`config.mk`:
```
export PLATFORM = sky130hd
export DESIGN_NAME = dma3_mover
export DESIGN_NICKNAME = d
export VERILOG_FILES = /design/src/rtl/dma3_pkg.sv /design/src/rtl/dma3_chan.sv /design/src/rtl/dma3_rr_arb.sv /design/src/rtl/dma3_engine.sv /design/src/rtl/dma3_mover.sv
export SDC_FILE = /design/constraint.sdc
export NUM_CORES = 2
export LEC_CHECK = 0
export ABC_AREA = 1
export BUFFER_PORTS_ARGS = -buffer_cell sky130_fd_sc_hd__buf_2
export CAP_MARGIN = 20
export CORE_ASPECT_RATIO = 1.2
export CORE_MARGIN = 1.5
export CORE_UTILIZATION = 55
export DETAILED_ROUTE_END_ITERATION = 12
export GPL_TIMING_DRIVEN = 0
export PLACE_DENSITY = 0.78
export SYNTH_ARGS = -nofsm -noshare
export SYNTH_HDL_FRONTEND = slang
export SYNTH_HIERARCHICAL = 1
export SYNTH_SLANG_ARGS = --single-unit
```
`constraint.sdc`:
```
create_clock -name clk -period 13.3 [get_ports clk]
set_clock_uncertainty 0.15 [all_clocks]
set_input_delay 1.995 -clock clk [delete_from_list [all_inputs] [get_ports clk]]
set_output_delay 1.995 -clock clk [all_outputs]
set_load 0.03 [all_outputs]
```
`src/rtl/dma3_pkg.sv`:
```
package dma3_pkg;
  localparam int ADDR_W = 32;
  localparam int LEN_W  = 16;

  typedef enum logic [1:0] {ENG_IDLE, ENG_RD, ENG_WR} eng_state_t;

  typedef struct packed {
    logic [ADDR_W-1:0] src;
    logic [ADDR_W-1:0] dst;
    logic [LEN_W-1:0]  len;
  } chan_desc_t;
endpackage

```
`src/rtl/dma3_chan.sv`:
```
module dma3_chan
  import dma3_pkg::*;
(
  input  logic       clk,
  input  logic       rst,
  input  logic       prog_hit,
  input  chan_desc_t prog_desc,
  input  logic       prog_demand,
  input  logic       dreq,
  input  logic       upd_hit,
  input  chan_desc_t upd_desc,
  input  logic       done_clr,
  output chan_desc_t desc,
  output logic       busy,
  output logic       done,
  output logic       eligible
);
  logic demand;

  always_ff @(posedge clk) begin
    if (rst) begin
      desc   <= '0;
      busy   <= 1'b0;
      done   <= 1'b0;
      demand <= 1'b0;
    end else begin
      if (done_clr) done <= 1'b0;
      if (prog_hit && !busy) begin
        desc   <= prog_desc;
        demand <= prog_demand;
        if (prog_desc.len == '0) done <= 1'b1;
        else                     busy <= 1'b1;
      end else if (upd_hit) begin
        desc <= upd_desc;
        if (upd_desc.len == '0) begin
          busy <= 1'b0;
          done <= 1'b1;
        end
      end
    end
  end

  assign eligible = busy && (!demand || dreq);
endmodule

```
`src/rtl/dma3_rr_arb.sv`:
```
module dma3_rr_arb #(
  parameter int N   = 3,
  localparam int IW = (N > 1) ? $clog2(N) : 1
) (
  input  logic          clk,
  input  logic          rst,
  input  logic [N-1:0]  req,
  input  logic          take,
  output logic [IW-1:0] gnt_idx,
  output logic          gnt_valid
);
  logic [IW-1:0] last;

  always_comb begin
    gnt_idx   = '0;
    gnt_valid = 1'b0;
    for (int k = 1; k <= N; k++) begin
      int cand;
      cand = int'(last) + k;
      if (cand >= N) cand = cand - N;
      if (!gnt_valid && req[cand]) begin
        gnt_valid = 1'b1;
        gnt_idx   = IW'(cand);
      end
    end
  end

  always_ff @(posedge clk) begin
    if (rst)       last <= IW'(N - 1);
    else if (take) last <= gnt_idx;
  end
endmodule

```
`src/rtl/dma3_engine.sv`:
```
module dma3_engine
  import dma3_pkg::*;
#(
  parameter int FIFO_BYTES = 16,
  parameter int NCH        = 3,
  localparam int IW  = $clog2(FIFO_BYTES),
  localparam int CW  = IW + 1,
  localparam int CHW = (NCH > 1) ? $clog2(NCH) : 1
) (
  input  logic            clk,
  input  logic            rst,
  input  logic            gnt_valid,
  input  logic [CHW-1:0]  gnt_idx,
  input  chan_desc_t      gnt_desc,
  output logic            take,
  output logic            mem_req,
  output logic            mem_we,
  output logic [29:0]     mem_addr,
  output logic [3:0]      mem_be,
  output logic [31:0]     mem_wdata,
  input  logic [31:0]     mem_rdata,
  input  logic            mem_ack,
  output logic            upd_valid,
  output logic [CHW-1:0]  upd_idx,
  output chan_desc_t      upd_desc
);
  eng_state_t        state;
  logic [CHW-1:0]    cur_ch;
  logic [ADDR_W-1:0] rd_addr, wr_addr, cur_addr;
  logic [LEN_W-1:0]  rem_len;
  logic [CW-1:0]     chunk, rd_left, wr_left, wptr, rptr;
  logic [CW-1:0]     left, room, nb, new_chunk;
  logic [1:0]        off;
  logic              last_beat;
  logic [7:0]        stage [FIFO_BYTES];
  logic [IW-1:0]     put_idx [4];
  logic [IW-1:0]     get_idx [4];

  always_comb begin
    cur_addr  = (state == ENG_WR) ? wr_addr : rd_addr;
    off       = cur_addr[1:0];
    left      = (state == ENG_WR) ? wr_left : rd_left;
    room      = CW'(4) - CW'(off);
    nb        = (left < room) ? left : room;
    last_beat = (left == nb);
    new_chunk = (gnt_desc.len > LEN_W'(FIFO_BYTES)) ? CW'(FIFO_BYTES)
                                                    : CW'(gnt_desc.len);
    for (int i = 0; i < 4; i++) begin
      put_idx[i] = IW'(wptr + CW'(i) - CW'(off));
      get_idx[i] = IW'(rptr + CW'(i) - CW'(off));
      mem_be[i]  = (state != ENG_IDLE) && (CW'(i) >= CW'(off)) &&
                   (CW'(i) < CW'(off) + nb);
      mem_wdata[8*i +: 8] = mem_be[i] ? stage[get_idx[i]] : 8'h00;
    end
  end

  assign take     = (state == ENG_IDLE) && gnt_valid;
  assign mem_req  = (state != ENG_IDLE);
  assign mem_we   = (state == ENG_WR);
  assign mem_addr = cur_addr[ADDR_W-1:2];

  assign upd_valid    = (state == ENG_WR) && mem_ack && last_beat;
  assign upd_idx      = cur_ch;
  assign upd_desc.src = rd_addr;
  assign upd_desc.dst = wr_addr + ADDR_W'(nb);
  assign upd_desc.len = rem_len - LEN_W'(chunk);

  always_ff @(posedge clk) begin
    if (state == ENG_RD && mem_ack) begin
      for (int i = 0; i < 4; i++)
        if (mem_be[i]) stage[put_idx[i]] <= mem_rdata[8*i +: 8];
    end
  end

  always_ff @(posedge clk) begin
    if (rst) begin
      state   <= ENG_IDLE;
      cur_ch  <= '0;
      rd_addr <= '0;
      wr_addr <= '0;
      rem_len <= '0;
      chunk   <= '0;
      rd_left <= '0;
      wr_left <= '0;
      wptr    <= '0;
      rptr    <= '0;
    end else begin
      unique case (state)
        ENG_IDLE: if (gnt_valid) begin
          cur_ch  <= gnt_idx;
          rd_addr <= gnt_desc.src;
          wr_addr <= gnt_desc.dst;
          rem_len <= gnt_desc.len;
          chunk   <= new_chunk;
          rd_left <= new_chunk;
          wr_left <= new_chunk;
          wptr    <= '0;
          rptr    <= '0;
          state   <= ENG_RD;
        end
        ENG_RD: if (mem_ack) begin
          rd_addr <= rd_addr + ADDR_W'(nb);
          rd_left <= rd_left - nb;
          wptr    <= wptr + nb;
          if (last_beat) state <= ENG_WR;
        end
        ENG_WR: if (mem_ack) begin
          wr_addr <= wr_addr + ADDR_W'(nb);
          wr_left <= wr_left - nb;
          rptr    <= rptr + nb;
          if (last_beat) state <= ENG_IDLE;
        end
        default: state <= ENG_IDLE;
      endcase
    end
  end
endmodule

```
`src/rtl/dma3_mover.sv`:
```
module dma3_mover
  import dma3_pkg::*;
#(
  parameter int NCH        = 3,
  parameter int FIFO_BYTES = 16,
  localparam int CHW = (NCH > 1) ? $clog2(NCH) : 1
) (
  input  logic              clk,
  input  logic              rst,
  input  logic              prog_valid,
  input  logic [CHW-1:0]    prog_ch,
  input  logic [ADDR_W-1:0] prog_src,
  input  logic [ADDR_W-1:0] prog_dst,
  input  logic [LEN_W-1:0]  prog_len,
  input  logic              prog_demand,
  input  logic [NCH-1:0]    dreq,
  input  logic [NCH-1:0]    done_clr,
  output logic [NCH-1:0]    busy,
  output logic [NCH-1:0]    done,
  output logic              mem_req,
  output logic              mem_we,
  output logic [29:0]       mem_addr,
  output logic [3:0]        mem_be,
  output logic [31:0]       mem_wdata,
  input  logic [31:0]       mem_rdata,
  input  logic              mem_ack
);
  chan_desc_t     descs [NCH];
  chan_desc_t     prog_desc, upd_desc;
  logic [NCH-1:0] eligible;
  logic [CHW-1:0] gnt_idx, upd_idx;
  logic           gnt_valid, take, upd_valid;

  assign prog_desc = '{src: prog_src, dst: prog_dst, len: prog_len};

  for (genvar c = 0; c < NCH; c++) begin : g_ch
    dma3_chan u_chan (
      .clk        (clk),
      .rst        (rst),
      .prog_hit   (prog_valid && prog_ch == CHW'(c)),
      .prog_desc  (prog_desc),
      .prog_demand(prog_demand),
      .dreq       (dreq[c]),
      .upd_hit    (upd_valid && upd_idx == CHW'(c)),
      .upd_desc   (upd_desc),
      .done_clr   (done_clr[c]),
      .desc       (descs[c]),
      .busy       (busy[c]),
      .done       (done[c]),
      .eligible   (eligible[c])
    );
  end

  dma3_rr_arb #(.N(NCH)) u_arb (
    .clk      (clk),
    .rst      (rst),
    .req      (eligible),
    .take     (take),
    .gnt_idx  (gnt_idx),
    .gnt_valid(gnt_valid)
  );

  dma3_engine #(.FIFO_BYTES(FIFO_BYTES), .NCH(NCH)) u_eng (
    .clk      (clk),
    .rst      (rst),
    .gnt_valid(gnt_valid),
    .gnt_idx  (gnt_idx),
    .gnt_desc (descs[gnt_idx]),
    .take     (take),
    .mem_req  (mem_req),
    .mem_we   (mem_we),
    .mem_addr (mem_addr),
    .mem_be   (mem_be),
    .mem_wdata(mem_wdata),
    .mem_rdata(mem_rdata),
    .mem_ack  (mem_ack),
    .upd_valid(upd_valid),
    .upd_idx  (upd_idx),
    .upd_desc (upd_desc)
  );
endmodule

```
==> results.cfg <==
[outcome]
status = finished clean

[placement]
routabilityCongestion = 1.107
placedInstanceArea_um2 = 37110
dp.final_hpwl_mm = 133.3
place_ws_ns = 5.884
portBuffers = 188
dpl.cell_count = 6621

[logic_synthesis]
synth.distinct_cells = 58
synth-seq-cells = 486
synth_edf_count = 128
ys.flop_type = dfxtp_1
yosys.area.top_type = dfxtp_1
seq_area_frac_synth = 0.3138
synth_cells = 5601
syn_avg_cell_area_um2 = 6.265
yosysTopAreaCellShare = 0.2042
synth.yosys.warnings = 6
synth_area_um2 = 35090
async_flop_share = 0
synth_area_leaders = dfxtp_1 (20%), nand2_1 (19%), edfxtp_1 (11%), nand3_1 (6.2%), inv_1 (5.8%)

[worst_setup_path]
worstSetupPathDepth = 15
worstPathRequired_ns = 11.15
path_max_fanout = 10
crit_family = buffers and inverters
startpoint_type = register
r2r_slack_ns = 6.65
worstPathArrival_ns = 6.88
endpoint = mem_wdata[21]
end_kind = output port
cp_slowest_cell = nor3_1
crit_type = register to output port
critPathMaxStageDelay_ns = 1.22
r2r_end = g_ch[2].u_chan/desc[11]
path_buf_inv = 7
setup.worst_path.start = u_eng/state[0]
path_cells = inv_2, nand2_2, buf_4, clkbuf_1, buf_1, o21ai_0, ha_1, inv_1, ha_1, fa_1, xnor2_1, clkinv_1, nor3_1, nor3_1, buf_2
r2r-start = u_eng/state[1]
worst-r2r-cell-count = 25

[power]
leakagePower_nw = 16.35
fin_total_pwr_mw = 9.751
ir_drop_mv = 0.1628
powerDensity_nw_per_um2 = 250.6

[finish]
design_area_um2 = 38920
stdcell_count = 6730
fillers = 5819
syn_to_final_growth_pct = 10.91
layout_common_cells = nand2_1 (1822), inv_1 (538), nor2_1 (501)
nets = 6044
final_common_cell = nand2_1
drive_gt1_frac = 0.08466

[clock_tree]
clk_latency_ns = 0.65
clockBufferDepth = 3
cts_resized = 0
postCtsSetupBuffers = 0
cts_tree = done
cts_buffers = 51
cts_sinks = 486
cts_max_level = 2
cts_hold_buf = 0
clk_pin_slew_ns = 0.07
root_buffer = clkbuf_16

[global_route]
grt_use_total = 0.5261
grt_pass1_wl_mm = 254.5
grt_max_degree = 16
antenna_found_initial = 14
grt_pass1_vias = 40110
grt_overflow = 0

[floorplan]
die_w_um = 233.6
initial_core_util = 0.5553
ios = 199
core_um2 = 63190
rows = 101
dieArea_um2 = 65330
die_height_um = 279.7

[routing]
ant_nets = 0
drt_pass1_iterations = 9
drt_wl_total_mm = 176.0
routedWlPerCell_um = 26.15
drc = 0
viasPerCell = 6.450
vias = 43410
drt_iter0_markers = 6386

[timing]
setup_tns_ns = 0
min_period_ns = 9.020
worst_slack_ns = 4.280
timing.fmax_mhz = 110.9
hold_violations = 0
fin_crit_sh = 0.6782
rsz0062_at_grt = no
slew_headroom = 0.09004
slew_viol_final = 0
setup_violations = 0
worst_pin_slew_ns = 1.355

[worst_hold_path]
hp-class = register to register
hp-start = g_ch[0].u_chan/desc[55]

[flow_run]
timing.max_cap.violations = 0
-- cells in the mapped netlist, drive strengths merged (6+ instances only) --
cell,count
nand3,441
a22oi,20
dfxtp,358
o21ai,357
nand4,47
o22ai,6
nand2,1848
xnor2,17
nor3,51
or2,16
edfxtp,128
inv,565
nor4,9
clkbuf,179
buf,158
clkinv,15
ha,54
fa,14
xor2,47
o211ai,137
a211oi,35
a31oi,221
o21bai,31
nor2,518
a21oi,302
-- sequential cells by signal (all words and copies together) (netlist names), 4 cells and up --
name              count
u_eng/rd_left         5
u_eng/rem_len        16
u_eng/rd_addr        32
u_eng/wr_addr        32
u_eng/chunk           5
u_eng/rptr            4
u_eng/wptr            4
g_ch.u_chan/desc    240
u_eng/wr_left         5
u_eng/stage         128
-- routing by layer --
layer  vias up  GRT usage  part of all wire
met3      1294     0.1377              0.12
li1      18930          -                 -
met5         -          0           0.00017
met1     19500     0.5533              0.32
met2      3673     0.8214              0.43
met4         6     0.5574              0.13
-- per-stage QoR --
stage | hold slack, ns | util
2_1_floorplan | 0.2953 | -
3_3_place_gp | 0.3008 | 0.5868
3_5_place_dp | 0.3183 | 0.5873
4_1_cts | 0.3275 | 0.6153
5_1_grt | 0.3375 | 0.6155
6_report | 0.3269 | 0.6159
-- cell type report --
class,instances,area [µm²],share of cell area
multi-input combinational,4202,20180,0.5186
sequential,486,11010,0.2829
inverter,580,2197,0.05646
buffer,337,1717,0.04411
clock buffer,66,1413,0.03630
tap,824,1031,0.02649
timing repair buffer,193,983.4,0.02527
clock inverter,30,355.3,0.009131
antenna,12,30.03,0.0007716
-- tightest hold or removal path: stages (launching register included) --
cell and delay (ns):
dfxtp_1 0.31, nand2_1 0.06, a31oi_1 0.06
-- cell families (layout without fill, tap and decap cells) --
family | after synthesis | after routing | synth area share
muxes | 1 | 1 | 0.0002853
DFF | 486 | 486 | 0.3138
xor gates and xnor gates | 64 | 64 | 0.01597
and+or+nand+nor | 2939 | 2939 | 0.3446
other | 2 | 18 | 0.0002140
adders and majority gates | 68 | 68 | 0.02724
buffers and inverters | 917 | 1206 | 0.1115
AOI/OAI and AO/OA | 1124 | 1124 | 0.1864
-- report_power, final --
group          switching [mW]  leakage (nW)  internal, mW
Sequential              0.243          4.07          1.70
Combinational            4.72          11.4          1.56
Clock                   0.670         0.860         0.858
Total                    5.63          16.3          4.12
-- worst min-delay path by stage --
stage	to	depth (start not counted)
final	g_ch[0].u_chan/desc[55]	2
after global routing	g_ch[1].u_chan/desc[63]	2
after CTS	g_ch[0].u_chan/desc[37]	2
after detailed placement	g_ch[0].u_chan/desc[37]	2
after global placement	u_eng/wr_addr[31]	2
after floorplan	u_eng/wr_addr[31]	2
Power figures use the tool's default switching activity.
